==> config.mk <==
export PLATFORM = sky130hd
export DESIGN_NAME = dfault_escalator
export DESIGN_NICKNAME = d
export VERILOG_FILES = /design/src/rtl/dfe_pkg.sv /design/src/rtl/dfe_classify.sv /design/src/rtl/dfe_window.sv /design/src/rtl/dfe_decide.sv /design/src/rtl/dfault_escalator.sv
export SDC_FILE = /design/constraint.sdc
export NUM_CORES = 1
export LEC_CHECK = 0
export BUFFER_PORTS_ARGS = -buffer_cell sky130_fd_sc_hd__buf_2
export CAP_MARGIN = 20
export CELL_PAD_IN_SITES_DETAIL_PLACEMENT = 1
export CELL_PAD_IN_SITES_GLOBAL_PLACEMENT = 1
export CORE_ASPECT_RATIO = 1.25
export CORE_MARGIN = 5
export CORE_UTILIZATION = 31
export DETAILED_ROUTE_END_ITERATION = 10
export GPL_TIMING_DRIVEN = 0
export PLACE_DENSITY = 0.8
export SLEW_MARGIN = 20
export SYNTH_ARGS = -nofsm -noshare
export SYNTH_HDL_FRONTEND = slang
export SYNTH_SLANG_ARGS = --single-unit
==> constraint.sdc <==
create_clock -name clk -period 2.15 [get_ports clk]
set_input_delay 0.1075 -clock clk [delete_from_list [all_inputs] [get_ports clk]]
set_output_delay 0.1075 -clock clk [all_outputs]
set_load 0.01 [all_outputs]
==> src/rtl/dfe_pkg.sv <==
// Shared types for the escalation detector.
package dfe_pkg;
    typedef enum logic [1:0] {
        CLS_BENIGN  = 2'd0,
        CLS_CONTRIB = 2'd1,
        CLS_PAGE    = 2'd2
    } exc_class_e;
endpackage

==> src/rtl/dfe_classify.sv <==
// Maps a vector to its exception class. Purely combinational.
// Assumes the contributory set is vector ZERO_VEC plus the range CON_LO..CON_HI.
module dfe_classify
    import dfe_pkg::*;
#(
    parameter int VEC_W    = 8,
    parameter int ZERO_VEC = 0,
    parameter int CON_LO   = 10,
    parameter int CON_HI   = 13,
    parameter int PF_VEC   = 14
) (
    input  logic [VEC_W-1:0] vec,
    output exc_class_e       cls
);
    localparam logic [VEC_W-1:0] Z_V  = VEC_W'(ZERO_VEC);
    localparam logic [VEC_W-1:0] LO_V = VEC_W'(CON_LO);
    localparam logic [VEC_W-1:0] HI_V = VEC_W'(CON_HI);
    localparam logic [VEC_W-1:0] PF_V = VEC_W'(PF_VEC);

    // Class lookup: page fault first, then contributory, else benign.
    always_comb begin
        if (vec == PF_V)
            cls = CLS_PAGE;
        else if (vec == Z_V || (vec >= LO_V && vec <= HI_V))
            cls = CLS_CONTRIB;
        else
            cls = CLS_BENIGN;
    end
endmodule

==> src/rtl/dfe_window.sv <==
// Tracks whether a handler delivery is in progress and which vector it is for.
// Assumes the start strobe outranks the done strobe in the same cycle.
module dfe_window #(
    parameter int VEC_W = 8
) (
    input  logic             clk,
    input  logic             rst_n,
    input  logic             dlv_start,
    input  logic [VEC_W-1:0] dlv_vec,
    input  logic             dlv_done,
    output logic             win_open,
    output logic [VEC_W-1:0] win_vec
);
    // Window state: opened by start, closed by done.
    always_ff @(posedge clk) begin
        if (!rst_n) begin
            win_open <= 1'b0;
            win_vec  <= '0;
        end else if (dlv_start) begin
            win_open <= 1'b1;
            win_vec  <= dlv_vec;
        end else if (dlv_done) begin
            win_open <= 1'b0;
        end
    end
endmodule

==> src/rtl/dfe_decide.sv <==
// Judges a new exception against the delivery in progress and registers the outcome.
// Assumes classes are supplied by the caller; shutdown holds until reset.
module dfe_decide
    import dfe_pkg::*;
#(
    parameter int VEC_W  = 8,
    parameter int ERR_W  = 32,
    parameter int DF_VEC = 8
) (
    input  logic             clk,
    input  logic             rst_n,
    input  logic             win_open,
    input  logic [VEC_W-1:0] win_vec,
    input  exc_class_e       first_cls,
    input  exc_class_e       second_cls,
    input  logic             exc_valid,
    input  logic [VEC_W-1:0] exc_vec,
    input  logic             exc_has_err,
    input  logic [ERR_W-1:0] exc_err,
    output logic             out_valid,
    output logic [VEC_W-1:0] out_vec,
    output logic             out_err_valid,
    output logic [ERR_W-1:0] out_err,
    output logic             shutdown
);
    localparam logic [VEC_W-1:0] DF_V = VEC_W'(DF_VEC);

    logic escalate;
    logic in_df;

    // Pair rule: which (first, second) class pairs cannot run serially.
    always_comb begin
        escalate = 1'b0;
        unique case (first_cls)
            CLS_CONTRIB: escalate = (second_cls == CLS_CONTRIB);
            CLS_PAGE:    escalate = (second_cls == CLS_CONTRIB) || (second_cls == CLS_PAGE);
            default:     escalate = 1'b0;
        endcase
        in_df = win_open && (win_vec == DF_V);
    end

    // Registered outcome plus sticky shutdown.
    always_ff @(posedge clk) begin
        if (!rst_n) begin
            out_valid     <= 1'b0;
            out_vec       <= '0;
            out_err_valid <= 1'b0;
            out_err       <= '0;
            shutdown      <= 1'b0;
        end else begin
            out_valid     <= 1'b0;
            out_vec       <= '0;
            out_err_valid <= 1'b0;
            out_err       <= '0;
            if (!shutdown && exc_valid) begin
                if (in_df) begin
                    shutdown <= 1'b1;
                end else if (win_open && escalate) begin
                    out_valid     <= 1'b1;
                    out_vec       <= DF_V;
                    out_err_valid <= 1'b1;
                end else begin
                    out_valid     <= 1'b1;
                    out_vec       <= exc_vec;
                    out_err_valid <= exc_has_err;
                    out_err       <= exc_has_err ? exc_err : '0;
                end
            end
        end
    end
endmodule

==> src/rtl/dfault_escalator.sv <==
// Top: decides serial handling, double-fault escalation or shutdown for nested exceptions.
// Assumes one exception strobe per cycle and a core that reports delivery start/done.
module dfault_escalator
    import dfe_pkg::*;
#(
    parameter int VEC_W  = 8,
    parameter int ERR_W  = 32,
    parameter int DF_VEC = 8,
    parameter int PF_VEC = 14
) (
    input  logic             clk,
    input  logic             rst_n,
    input  logic             dlv_start,
    input  logic [VEC_W-1:0] dlv_vec,
    input  logic             dlv_done,
    input  logic             exc_valid,
    input  logic [VEC_W-1:0] exc_vec,
    input  logic             exc_has_err,
    input  logic [ERR_W-1:0] exc_err,
    output logic             out_valid,
    output logic [VEC_W-1:0] out_vec,
    output logic             out_err_valid,
    output logic [ERR_W-1:0] out_err,
    output logic             shutdown
);
    logic             win_open;
    logic [VEC_W-1:0] win_vec;
    exc_class_e       cls_pair [2];
    logic [VEC_W-1:0] cls_in   [2];

    assign cls_in[0] = win_vec;
    assign cls_in[1] = exc_vec;

    dfe_window #(.VEC_W(VEC_W)) u_window (
        .clk(clk), .rst_n(rst_n), .dlv_start(dlv_start), .dlv_vec(dlv_vec),
        .dlv_done(dlv_done), .win_open(win_open), .win_vec(win_vec)
    );

    // One classifier for the delivered vector, one for the new vector.
    for (genvar gi = 0; gi < 2; gi++) begin : g_cls
        dfe_classify #(.VEC_W(VEC_W), .PF_VEC(PF_VEC)) u_cls (
            .vec(cls_in[gi]), .cls(cls_pair[gi])
        );
    end

    dfe_decide #(.VEC_W(VEC_W), .ERR_W(ERR_W), .DF_VEC(DF_VEC)) u_decide (
        .clk(clk), .rst_n(rst_n), .win_open(win_open), .win_vec(win_vec),
        .first_cls(cls_pair[0]), .second_cls(cls_pair[1]),
        .exc_valid(exc_valid), .exc_vec(exc_vec), .exc_has_err(exc_has_err),
        .exc_err(exc_err), .out_valid(out_valid), .out_vec(out_vec),
        .out_err_valid(out_err_valid), .out_err(out_err), .shutdown(shutdown)
    );
endmodule

# After elaboration in Yosys (flattened, before gate mapping)
# Cells that the tools add are included.
op_classes:
  bitwise_logic: 3
  shift: 0
  eq_ne: 7
  div: 0
  muxes: 10
  order_cmp: 4
  n_mul: 0
  n_addsub: 0
  reduce_logical: 17
ops:
  columns: ["operator", "count"]
  rows:
  - ["8-bit by 4-bit equality test with 1-bit output (second input constant)", 3]
  - ["8-bit by 4-bit >= comparator with 1-bit output (second input constant)", 2]
  - ["8-bit by 4-bit less-or-equal comparator with 1-bit output (second input constant)", 2]
  - ["8-bit zero test", 2]
  - ["1-bit 2-to-1 mux", 6]
  - ["1-bit logical AND", 5]
  - ["5-bit OR reduction", 1]
  - ["2-bit by 1-bit equality test with 1-bit output (second input constant)", 2]
  - ["2-bit equality test (second input constant)", 2]
  - ["2-bit 2-to-1 mux", 2]
  - ["4-bit 2-to-1 mux", 1]
  - ["2-bit AND reduction", 2]
  - ["4-bit OR reduction", 1]
  - ["1-bit logical OR", 3]
  - ["1-bit inverter", 3]
  - ["3-bit OR reduction", 1]
  - ["1-bit case mux with 2 select lines", 1]
  - ["2-bit nonzero test", 1]
  - ["1-bit zero test", 1]
word_totals:
  ram_bits: 0
  output_inout_bits: 43
  elab_cells: 49
  register_bits: 52
  mem_count: 0
  input_bits: 54
  latchBits: 0
  romBits: 0

# Logic depth before layout (Yosys ltp)
# Gate-level depths: netlist of run 1.
depth:
  word_depth: 10
  ltp_mapped: 6
  ltp_nobuf: 4

# Cells and area by module
# A second synthesis of run 1 with hierarchy kept.
unflattened:
  cells_unflattened: 189
  hier_area_um2: 2029.4
modules_own_cells:
  columns: ["module", "n_inst", "cells_each", "seq_area_each_um2", "area_each_um2"]
  rows:
  - ["dfe_decide", 1, 147, 860.8, 1581.5]
  - ["dfe_window", 1, 28, 180.2, 335.3]
  - ["dfe_classify", 2, 7, 0.0, 56.3]

# Worst setup path after synthesis of run 1
# No wires, ideal clock.
synth_path:
  path_kind: "reg-to-reg"
  from: "register u_window.win_vec[2]"
  to: "register u_decide.out_err[1]"
  t_arrival_ns: 1.416
  period_less_slack_ns: 1.536
  required_ns: 2.029
  setup_time_ns: 0.121
  slack_ns: 0.614
  n_path_buf: 2
  path_stages_with_launch: 7
  cell_sequence: "dfxtp_1 > xor2_1 > nand3_1 > a2111oi_4 > buf_4 > buf_6 > nor3_1"
synth_via:
  elab_chain_cells: 9
  word_cells_on_any_way: 15
  cone_classes: "order compare: 2; eq/ne: 4; mux: 3; reduce/logical: 6"
synth_rtl:
  columns: ["item", "line_no", "text"]
  rows:
  - ["from (decl)", "dfe_window.sv:12", "output logic [VEC_W-1:0] win_vec"]
  - ["from (signal assigned)", "dfe_window.sv:21", "win_vec <= dlv_vec;"]
  - ["8-bit by 4-bit >= comparator with 1-bit output or 8-bit by 4-bit less-or-equal comparator with 1-bit output (tied branches)", "dfe_classify.sv:24", "else if (vec == Z_V || (vec >= LO_V && vec <= HI_V))"]
  - ["1-bit logical AND", "dfe_classify.sv:24", null]
  - ["1-bit logical OR", "dfe_classify.sv:24", null]
  - ["1-bit 2-to-1 mux", "dfe_classify.sv:24", null]
  - ["2-bit 2-to-1 mux", "dfe_classify.sv:22", "if (vec == PF_V)"]
  - ["2-bit equality test or 2-bit by 1-bit equality test with 1-bit output (tied branches)", "dfe_decide.sv:34", "unique case (first_cls)"]
  - ["1-bit case mux with 2 select lines", "dfe_decide.sv:34", null]
  - ["1-bit logical AND", "dfe_decide.sv:58", "end else if (win_open && escalate) begin"]
  - ["5-bit OR reduction (no source line) (*)", null, null]
  - ["to (signal assigned)", "dfe_decide.sv:66", "out_err <= exc_has_err ? exc_err : '0;"]
  - ["to (decl)", "dfe_decide.sv:23", "output logic [ERR_W-1:0] out_err,"]
# Mark *: on every way between the ends. The rest lies on a longest branch, timed or not.
# A chain may end at the register's enable or synchronous reset.

# Final worst setup path of run 1
layout_path:
  from: "register u_window.win_vec[1]"
  to: "register u_decide.out_err[2]"
# The elaborated chain is that of the path after synthesis.

==> flow_summary_export.csv, run 1 <==
group,metric,value,unit
grt,grt_max_degree,16,
setup_path,critPathCaptureType,"register",
flow_run,drv_cap,0,
grt,grt_antenna_before_repair,0,
outcome,outcome,"complete, no violations",
floorplanning,start_util,0.313,
cells_and_area,most-common-layout-cells,"buf_2, dfxtp_1, nor3_1, nand2_1, nor2b_1",
cells_and_area,diodes,0,
synth,synth_top_area_frac,0.584,
setup_path,r2r_cells,6,
place,dp_hpwl,4000,um
grt,grt_use_total,0.138,
sta,final.period_utilization,0.824,
clock_tree,cts.sinks,52,
synth,synthesis.area,1780,um^2
drt,antenna_left,0,
sta,finalHoldViolations,0,
setup_path,crit_fanout,10,
floorplanning,rows,31,
floorplanning,coreArea,5700,um^2
synth,yosys_warnings,0,
setup_path,r2r_end,"u_decide.out_err[2]",
drt,drtPass1Iterations,4,
setup_path,start_kind,"register",
synth,synth_top_area_cell,"dfxtp_1",
sta,hold_slack,0.0286,ns
clock_tree,numCtsBuffers,5,
floorplanning,die_x,77.8,um
floorplanning,die_area,7380,um^2
cells_and_area,final_core_util,0.424,
drt,vias,1607,
clock_tree,clkLatencyLatePin,0.30,ns
sta,timing.final.crit_period,1.77,ns
clock_tree,clockBufferDepth,2,
cells_and_area,drive_above_1_share,0.392,
setup_path,cpPeakStageDelay,0.36,ns
synth,synthCells,182,
pwr,power_frac_seq,0.582,
sta,rsz0062_at_grt,"no",
cells_and_area,final_nets,337,
clock_tree,cts_root_buf,"clkbuf_8",
synth,synth_nets,236,
setup_path,critical_path.slowest_cell,"dfxtp_1",
sta,worst_pin_slew,0.614,ns
sta,setup_tns,0,ns
setup_path,cp_top_family,"compound AO/OA/AOI/OAI gates",
synth,syn_avg_cell_area,9.80,um^2
synth,ys_top_cells_by_area,"dfxtp_1, nor3_1, nand2_1",
sta,finalSetupViolCount,0,
pwr,switchingPower,426,uW
floorplanning,ios,97,
pwr,power.leakage,0.00118,uW
cells_and_area,design_area,2420,um^2
pwr,p_per_area,718,nW/um^2
setup_path,cp_num_buf_inv,2,
drt,routed_wl,5120,um
clock_tree,cts.clk_slew.worst_paths,0.09,ns
setup_path,worstPathCellList,"nor4_1, a2bb2oi_1, a2111oi_4, buf_4, buf_6, nor3_1",
sta,report.final.slew_viol_count,0,
place,routabilityCongestion,0.664,
synth,ys_ff_latch,52,
grt,grt_pass1_wl,8240,um
drt,vias_per_cell,4.60,
sta,fin_worst_skew,0.00595,ns
cells_and_area,mostFrequentLayoutCell,"buf_2",
drt,drc_errors,0,
pwr,clkPwrFrac,0.305,
clock_tree,cts.repair.resized,0,
setup_path,worstPathArrival,1.96,ns
pwr,ir_drop,0.000324,V
pwr,finalPower,1740,uW
sta,slew_headroom,0.591,
setup_path,cp.depth,6,
floorplanning,dieHeight,94.8,um
clock_tree,htree_levels,2,
setup_path,worstPathRequired,2.34,ns
pwr,switching_share,0.245,
sta,fmax,564,MHz
drt,drtIter0Drc,20,
clock_tree,hold_buffers,0,
setup_path,crit_start,"u_window.win_vec[1]",
clock_tree,post-cts-setup-buffers,0,
synth,yosysSeqAreaShare,0.584,
cells_and_area,syn2layout_area_growth,35.6,%
clock_tree,cts_tree,"built",
place,portBuffers,94,
pwr,comb_power_share,0.112,
grt,grt_overflow,0,
pwr,internal_power,1310,uW
synth,synth.distinct_cells,25,
grt,grt_pass1_vias,1713,
setup_path,reg2reg_from,"u_window.win_vec[1]",
setup_path,r2r_slack,0.38,ns
setup_path,endpoint,"u_decide.out_err[2]",
drt,post_drt_wl_per_cell,14.7,um
place,placed_area,2340,um^2
setup_path,crit_type,"register to register",
hold_path,hold_path_class,"input pin to register",
## synthesized netlist by cell type, drive strengths merged
| library cell | instances |
|---|---|
| a2111o | 1 |
| a2111oi | 1 |
| a21oi | 4 |
| a2bb2oi | 1 |
| and4b | 1 |
| buf | 8 |
| clkbuf | 7 |
| dfxtp | 52 |
| inv | 3 |
| mux2i | 8 |
| nand2 | 33 |
| nand3 | 3 |
| nand3b | 1 |
| nand4b | 1 |
| nor2b | 10 |
| nor3 | 33 |
| nor3b | 7 |
| nor4 | 2 |
| nor4b | 1 |
| o21a | 2 |
| or3 | 1 |
| or4 | 1 |
| xor2 | 1 |
## worst reg2reg max path: stages (launching register included)
cell       delay (ns)
dfxtp_1          0.36
nor4_1           0.31
a2bb2oi_1        0.18
a2111oi_4        0.36
buf_4            0.24
buf_6            0.16
nor3_1           0.06
## through the flow
step / setup WS (ns) / std cells
floorplan: 0.614 / 182
global placement: 0.381 / 342
detailed placement: 0.342 / 342
CTS: 0.320 / 349
global route: 0.123 / 349
finish: 0.377 / 349
## layer usage
layer	GRT usage	part of all wire	vias to the layer above
met4	0.0387	0.0086	0
met5	0	0	-
met1	0.153	0.38	736
met3	0.0468	0.081	4
li1	-	-	810
met2	0.249	0.53	57
## cell families after synthesis
group	after synthesis	share of synthesized area
compound gates	9	0.0463
xor+xnor	1	0.00491
buf+inv	18	0.0484
flops	52	0.584
mux	8	0.0449
simple gates	94	0.272
## sequential cells by signal, summed over array words and instances (netlist names)
register,flops
u_decide.out_err,32
u_decide.out_valid,1
u_decide.out_err_valid,1
u_decide.out_vec,8
u_window.win_vec,8
u_decide.shutdown,1
u_window.win_open,1
## final cells by class
type                    instances  area, um^2
plain buffers                  15        75.1
clock buffers                   5        68.8
clock inverters                 2        12.5
fillers                       677        3280
inverters                       3        11.3
multi-input cells             112         656
flip-flops and latches         52        1040
well taps                      66        82.6
repair buffers                 94         470
## worst min-delay path by stage
stage / cells past startpoint / start / endpoint
floorplan: 2 / exc_err[0] / u_decide.out_err[0]
global placement: 3 / exc_err[0] / u_decide.out_err[0]
detailed placement: 3 / exc_err[22] / u_decide.out_err[22]
CTS: 3 / exc_err[22] / u_decide.out_err[22]
global route: 3 / exc_err[22] / u_decide.out_err[22]
finish: 3 / exc_err[6] / u_decide.out_err[6]
## power groups by stage
stage / logic, uW / clock network (uW) / registers [uW]
after floorplan: 86.7 / 0 / 1050
after global placement: 189 / 0 / 1030
after detailed placement: 197 / 0 / 1030
after CTS: 199 / 555 / 1010
after global routing: 218 / 590 / 1020
final: 195 / 530 / 1010
(Power assumes the default switching activity.)
==> inputs of run 2 (changes only) <==
- CORE_UTILIZATION: 31 -> 28
- PLACE_DENSITY: 0.8 -> 0.76
- clock period: 2.15 -> 1.4 ns (I/O delays scaled with it)
==> flow_summary_export.csv, run 2 (synthesis gave the netlist of run 1 again) <==
group,metric,value,unit
grt,grt_pass1_vias,1897,
floorplanning,ios,97,
outcome,violations,"setup timing",
grt,grt_pass1_wl,8930,um
place,dp_hpwl,3940,um
drt,drtIter0Drc,45,
place,place_ws,-0.360,ns
cells_and_area,mostFrequentLayoutCell,"buf_2",
floorplanning,rows,32,
clock_tree,cts_root_buf,"clkbuf_8",
flow_run,drv_cap,0,
grt,grt_antenna_before_repair,0,
sta,hold_slack,0.0122,ns
sta,final.period_utilization,1.14,
drt,drtPass1Iterations,2,
sta,setup_slack,-0.192,ns
sta,report.final.slew_viol_count,0,
floorplanning,dieHeight,99.2,um
sta,fin_worst_skew,0.00536,ns
cells_and_area,design_area,3020,um^2
hold_path,hold_path_class,"input pin to register",
grt,grt_max_degree,16,
clock_tree,cts_tree,"built",
floorplanning,die_area,8070,um^2
hold_path,hold_start,"exc_err[24]",
pwr,power.leakage,0.00139,uW
grt,grt_use_total,0.143,
cells_and_area,reg_top3,"u_decide.out_err x32, u_decide.out_vec x8, u_window.win_vec x8",
clock_tree,clkLatencyLatePin,0.30,ns
cells_and_area,drive_above_1_share,0.476,
cells_and_area,most-common-layout-cells,"buf_2, dfxtp_1, nand2_1, dlygate4sd3_1, nor3_1",
setup_path,crit_type,"register to register",
setup_path,r2r_slack,-0.19,ns
cells_and_area,syn2layout_area_growth,69.3,%
sta,rsz0062_at_grt,"yes",
setup_path,r2r_cells,6,
cells_and_area,fillers,710,
setup_path,worstPathRequired,1.60,ns
clock_tree,clockBufferDepth,2,
drt,post_drt_wl_per_cell,14.2,um
cells_and_area,largest_reg_flops,32,
place,portBuffers,94,
drt,antenna_left,0,
drt,drc_errors,0,
hold_path,hold_end,"u_decide.out_err[24]",
setup_path,critPathCaptureType,"register",
drt,vias_per_cell,4.41,
sta,setup_tns,-6.90,ns
pwr,p_per_area,979,nW/um^2
setup_path,r2r_end,"u_decide.out_vec[5]",
cells_and_area,multiInputGateArea,822,um^2
sta,timing.final.crit_period,1.59,ns
sta,fmax,628,MHz
floorplanning,coreArea,6210,um^2
sta,worst_pin_slew,0.597,ns
grt,grt_overflow,0,
place,placed_area,2380,um^2
cells_and_area,regMostFlops,"u_decide.out_err",
setup_path,reg2reg_from,"u_window.win_vec[3]",
place,routabilityCongestion,0.682,
drt,routed_wl,5640,um
clock_tree,cts.sinks,52,
clock_tree,htree_levels,2,
setup_path,crit_fanout,4,
cells_and_area,regArea,1050,um^2
clock_tree,numCtsBuffers,5,
sta,slew_headroom,0.602,
clock_tree,cts.clk_slew.worst_paths,0.09,ns
outcome,outcome,"finished with violations",
floorplanning,start_util,0.287,
sta,finalHoldViolations,0,
cells_and_area,final_nets,366,
hold_path,min_path_cells,3,
pwr,ir_drop,0.000429,V
drt,vias,1757,
sta,finalSetupViolCount,42,
floorplanning,die_x,81.4,um
setup_path,start_kind,"register",
cells_and_area,diodes,0,
setup_path,worstPathArrival,1.79,ns
-- run 2: changes by cell type in the layout (fill, tap and decap cells not counted), sizes merged --
cell and delta:
bufinv +1, clkbuf +1, clkinvlp -1, buf +7
dlygate4sd3 +22
-- run 2: metrics by stage --
stage / util / cells / total power [uW]
2_1_floorplan: - / 182 / 1750
3_5_place_dp: 0.383 / 361 / 1900
5_1_grt: 0.486 / 398 / 3110
6_report: 0.486 / 398 / 2960
4_1_cts: 0.464 / 395 / 2980
3_3_place_gp: 0.383 / 361 / 1890
-- run 2: final cells by class --
class                   count  share of cell area
repair buffers            124               0.265
flip-flops and latches     52               0.349
inverters                   3             0.00373
multi-input cells         112               0.272
clock buffers               6              0.0240
well taps                  85              0.0352
clock inverters             2              0.0116
plain buffers              14              0.0386
-- run 2: report_power, final --
part           internal [uW]  leakage [uW]  switching [uW]
clock network            531     0.0000552             467
registers               1530      0.000427            26.6
logic                    215      0.000904             187
-- run 2: layer usage --
layer	GRT usage	wire length (um)	vias to the layer above
met5	0	0	-
met2	0.262	3160	60
met4	0.0520	50	0
met1	0.151	2050	818
li1	-	-	873
met3	0.0408	387	6
-- run 2: critical path, cell delays in order (launching register included) --
cell,delay [ns]
dfxtp_4,0.36
nor4_4,0.27
a2bb2oi_2,0.11
a2111oi_4,0.35
buf_6,0.20
clkbuf_16,0.15
nor3b_2,0.04
-- run 2: repair_timing --
item,in CTS,in global routing
cloned,1,1
pin swaps,15,5
endpoints found under the hold margin,22,0
setup endpoints to repair,42,42
hold buffers,22,0
gates resized for setup,26,21
setup buffers,4,2
-- run 2: worst max path at each step --
stage	from	to	slack, ns	cells past startpoint
floorplan	u_window.win_vec[3]	u_decide.out_err[1]	-0.11	6
global placement	exc_vec[5]	u_decide.out_err[31]	-0.34	6
detailed placement	exc_vec[5]	u_decide.out_err[7]	-0.36	6
CTS	u_window.win_vec[3]	u_decide.out_err[15]	-0.27	6
global route	u_window.win_vec[3]	u_decide.out_err[20]	-0.29	6
finish	u_window.win_vec[3]	u_decide.out_vec[5]	-0.19	6
==> inputs of run 3 (changes only) <==
- SETUP_SLACK_MARGIN: unset -> 0.02
==> flow_summary_export.csv, run 3 (synthesis gave the netlist of run 1 again) <==
group,metric,value,unit
sta,rsz0062_at_grt,"yes",
pwr,power_frac_seq,0.542,
grt,grt_max_degree,17,
setup_path,cp.depth,6,
sta,worst_pin_slew,0.576,ns
floorplanning,start_util,0.287,
pwr,comb_power_share,0.157,
pwr,p_per_area,924,nW/um^2
grt,grt_use_total,0.158,
setup_path,cp_top_family,"simple AND/OR/NAND/NOR gates",
grt,grt_overflow,0,
flow_run,drv_cap,0,
setup_path,crit_type,"register to register",
setup_path,worstPathRequired,1.62,ns
sta,finalSetupViolCount,42,
clock_tree,clkLatencyLatePin,0.31,ns
drt,routed_wl,6620,um
drt,antenna_left,0,
cells_and_area,mostFrequentLayoutCell,"buf_2",
cells_and_area,final_core_util,0.500,
pwr,power.leakage,0.00144,uW
sta,report.final.slew_viol_count,0,
cells_and_area,diodes,0,
sta,finalHoldViolations,0,
drt,drtPass1Iterations,4,
pwr,switching_share,0.258,
pwr,ir_drop,0.000605,V
floorplanning,ios,97,
cells_and_area,regMostFlops,"u_decide.out_err",
cells_and_area,most-common-layout-cells,"buf_2, dfxtp_1, nand2_1, dlygate4sd3_1, nor3_1",
floorplanning,coreArea,6210,um^2
drt,vias,1861,
floorplanning,rows,32,
floorplanning,dieHeight,99.2,um
grt,grt_antenna_before_repair,0,
clock_tree,htree_levels,2,
setup_path,critical_path.slowest_cell,"or3_4",
cells_and_area,largest_reg_flops,32,
setup_path,start_kind,"register",
clock_tree,cts.sinks,52,
cells_and_area,drive_above_1_share,0.475,
sta,slew_headroom,0.616,
place,portBuffers,94,
sta,final.period_utilization,1.21,
pwr,finalPower,2870,uW
drt,vias_per_cell,4.53,
setup_path,r2r_cells,6,
clock_tree,numCtsBuffers,5,
setup_path,critPathCaptureType,"register",
floorplanning,die_x,81.4,um
outcome,outcome,"finished with violations",
sta,fin_worst_skew,0.0122,ns
clock_tree,clockBufferDepth,2,
setup_path,cp_num_buf_inv,2,
clock_tree,cts_tree,"built",
pwr,clkPwrFrac,0.301,
hold_path,min_path_cells,2,
place,routabilityCongestion,0.704,
grt,grt_pass1_vias,1991,
pwr,internal_power,2130,uW
drt,drc_errors,0,
setup_path,worstPathArrival,1.92,ns
sta,fmax,588,MHz
cells_and_area,reg_top3,"u_decide.out_err x32, u_decide.out_vec x8, u_window.win_vec x8",
grt,grt_pass1_wl,9780,um
drt,drtIter0Drc,27,
place,dp_hpwl,4100,um
sta,setup_slack,-0.300,ns
hold_path,hold_path_class,"input pin to register",
sta,timing.final.crit_period,1.70,ns
floorplanning,die_area,8070,um^2
clock_tree,cts.clk_slew.worst_paths,0.10,ns
cells_and_area,final_nets,379,
sta,setup_tns,-9.26,ns
clock_tree,cts_root_buf,"clkbuf_8",
drt,post_drt_wl_per_cell,16.1,um
cells_and_area,syn2layout_area_growth,74.2,%
outcome,violations,"setup timing",
setup_path,cpPeakStageDelay,0.38,ns
pwr,switchingPower,739,uW
setup_path,crit_fanout,10,
setup_path,worstPathCellList,"nor4b_1, and4b_1, or3_4, buf_12, buf_6, nor3b_1",
[run 3: changes by cell type in the layout (fill, tap and decap cells not counted), sizes merged]
cell         before  now
dlygate4sd3      22   28
buf             109  116
clkinvlp          0    1
bufinv            1    0
[run 3: what timing repair did]
action | CTS | global route
hold endpoints to repair | 28 | 0
setup buffers | 10 | 4
resized for setup | 31 | 23
pin swaps | 4 | 5
endpoints found under the setup margin | 42 | 42
hold buffers | 28 | 0
cloned | 2 | 1
[run 3: metrics by stage]
step                std cells  instance area (um^2)  setup slack (ns)  hold slack [ns]
global placement          361                  2380            -0.334            0.301
finish                    411                  3110            -0.300          0.00790
global route              411                  3110            -0.335           0.0152
floorplan                 182                  1800            -0.112            0.197
detailed placement        361                  2380            -0.361            0.308
CTS                       409                  2980            -0.269         0.000387
[run 3: power groups by stage]
stage,clock network [uW],logic [uW],registers (uW)
floorplan,0,138,1610
global placement,0,300,1590
detailed placement,0,309,1590
CTS,897,420,1560
global route,946,489,1560
finish,864,450,1560
[run 3: area by class of cell]
class / instances / area (um^2)
Multi-Input combinational cell: 112 / 806
Timing Repair Buffer: 137 / 912
Fill cell: 725 / 3100
Inverter: 3 / 11.3
Sequential cell: 52 / 1060
Clock inverter: 2 / 16.3
Buffer: 14 / 125
Tap cell: 85 / 106
Clock buffer: 6 / 72.6
[run 3: worst paths after layout]
| path | startpoint | end | slack (ns) |
|---|---|---|---|
| setup / recovery | u_window.win_vec[3] | u_decide.out_vec[2] | -0.30 |
| hold / removal | exc_vec[7] | u_decide.out_vec[7] | 0.008 |
| setup reg to reg | u_window.win_vec[3] | u_decide.out_vec[2] | -0.30 |
| hold reg to reg | u_window.win_vec[6] | u_window.win_vec[6] | 0.54 |
[run 3: routing by layer]
layer / up-vias / part of all wire / global-route usage
met5: - / 0 / 0
met4: 0 / 0.022 / 0.0520
met3: 14 / 0.053 / 0.0371
met2: 65 / 0.57 / 0.306
met1: 884 / 0.35 / 0.158
li1: 898 / - / -
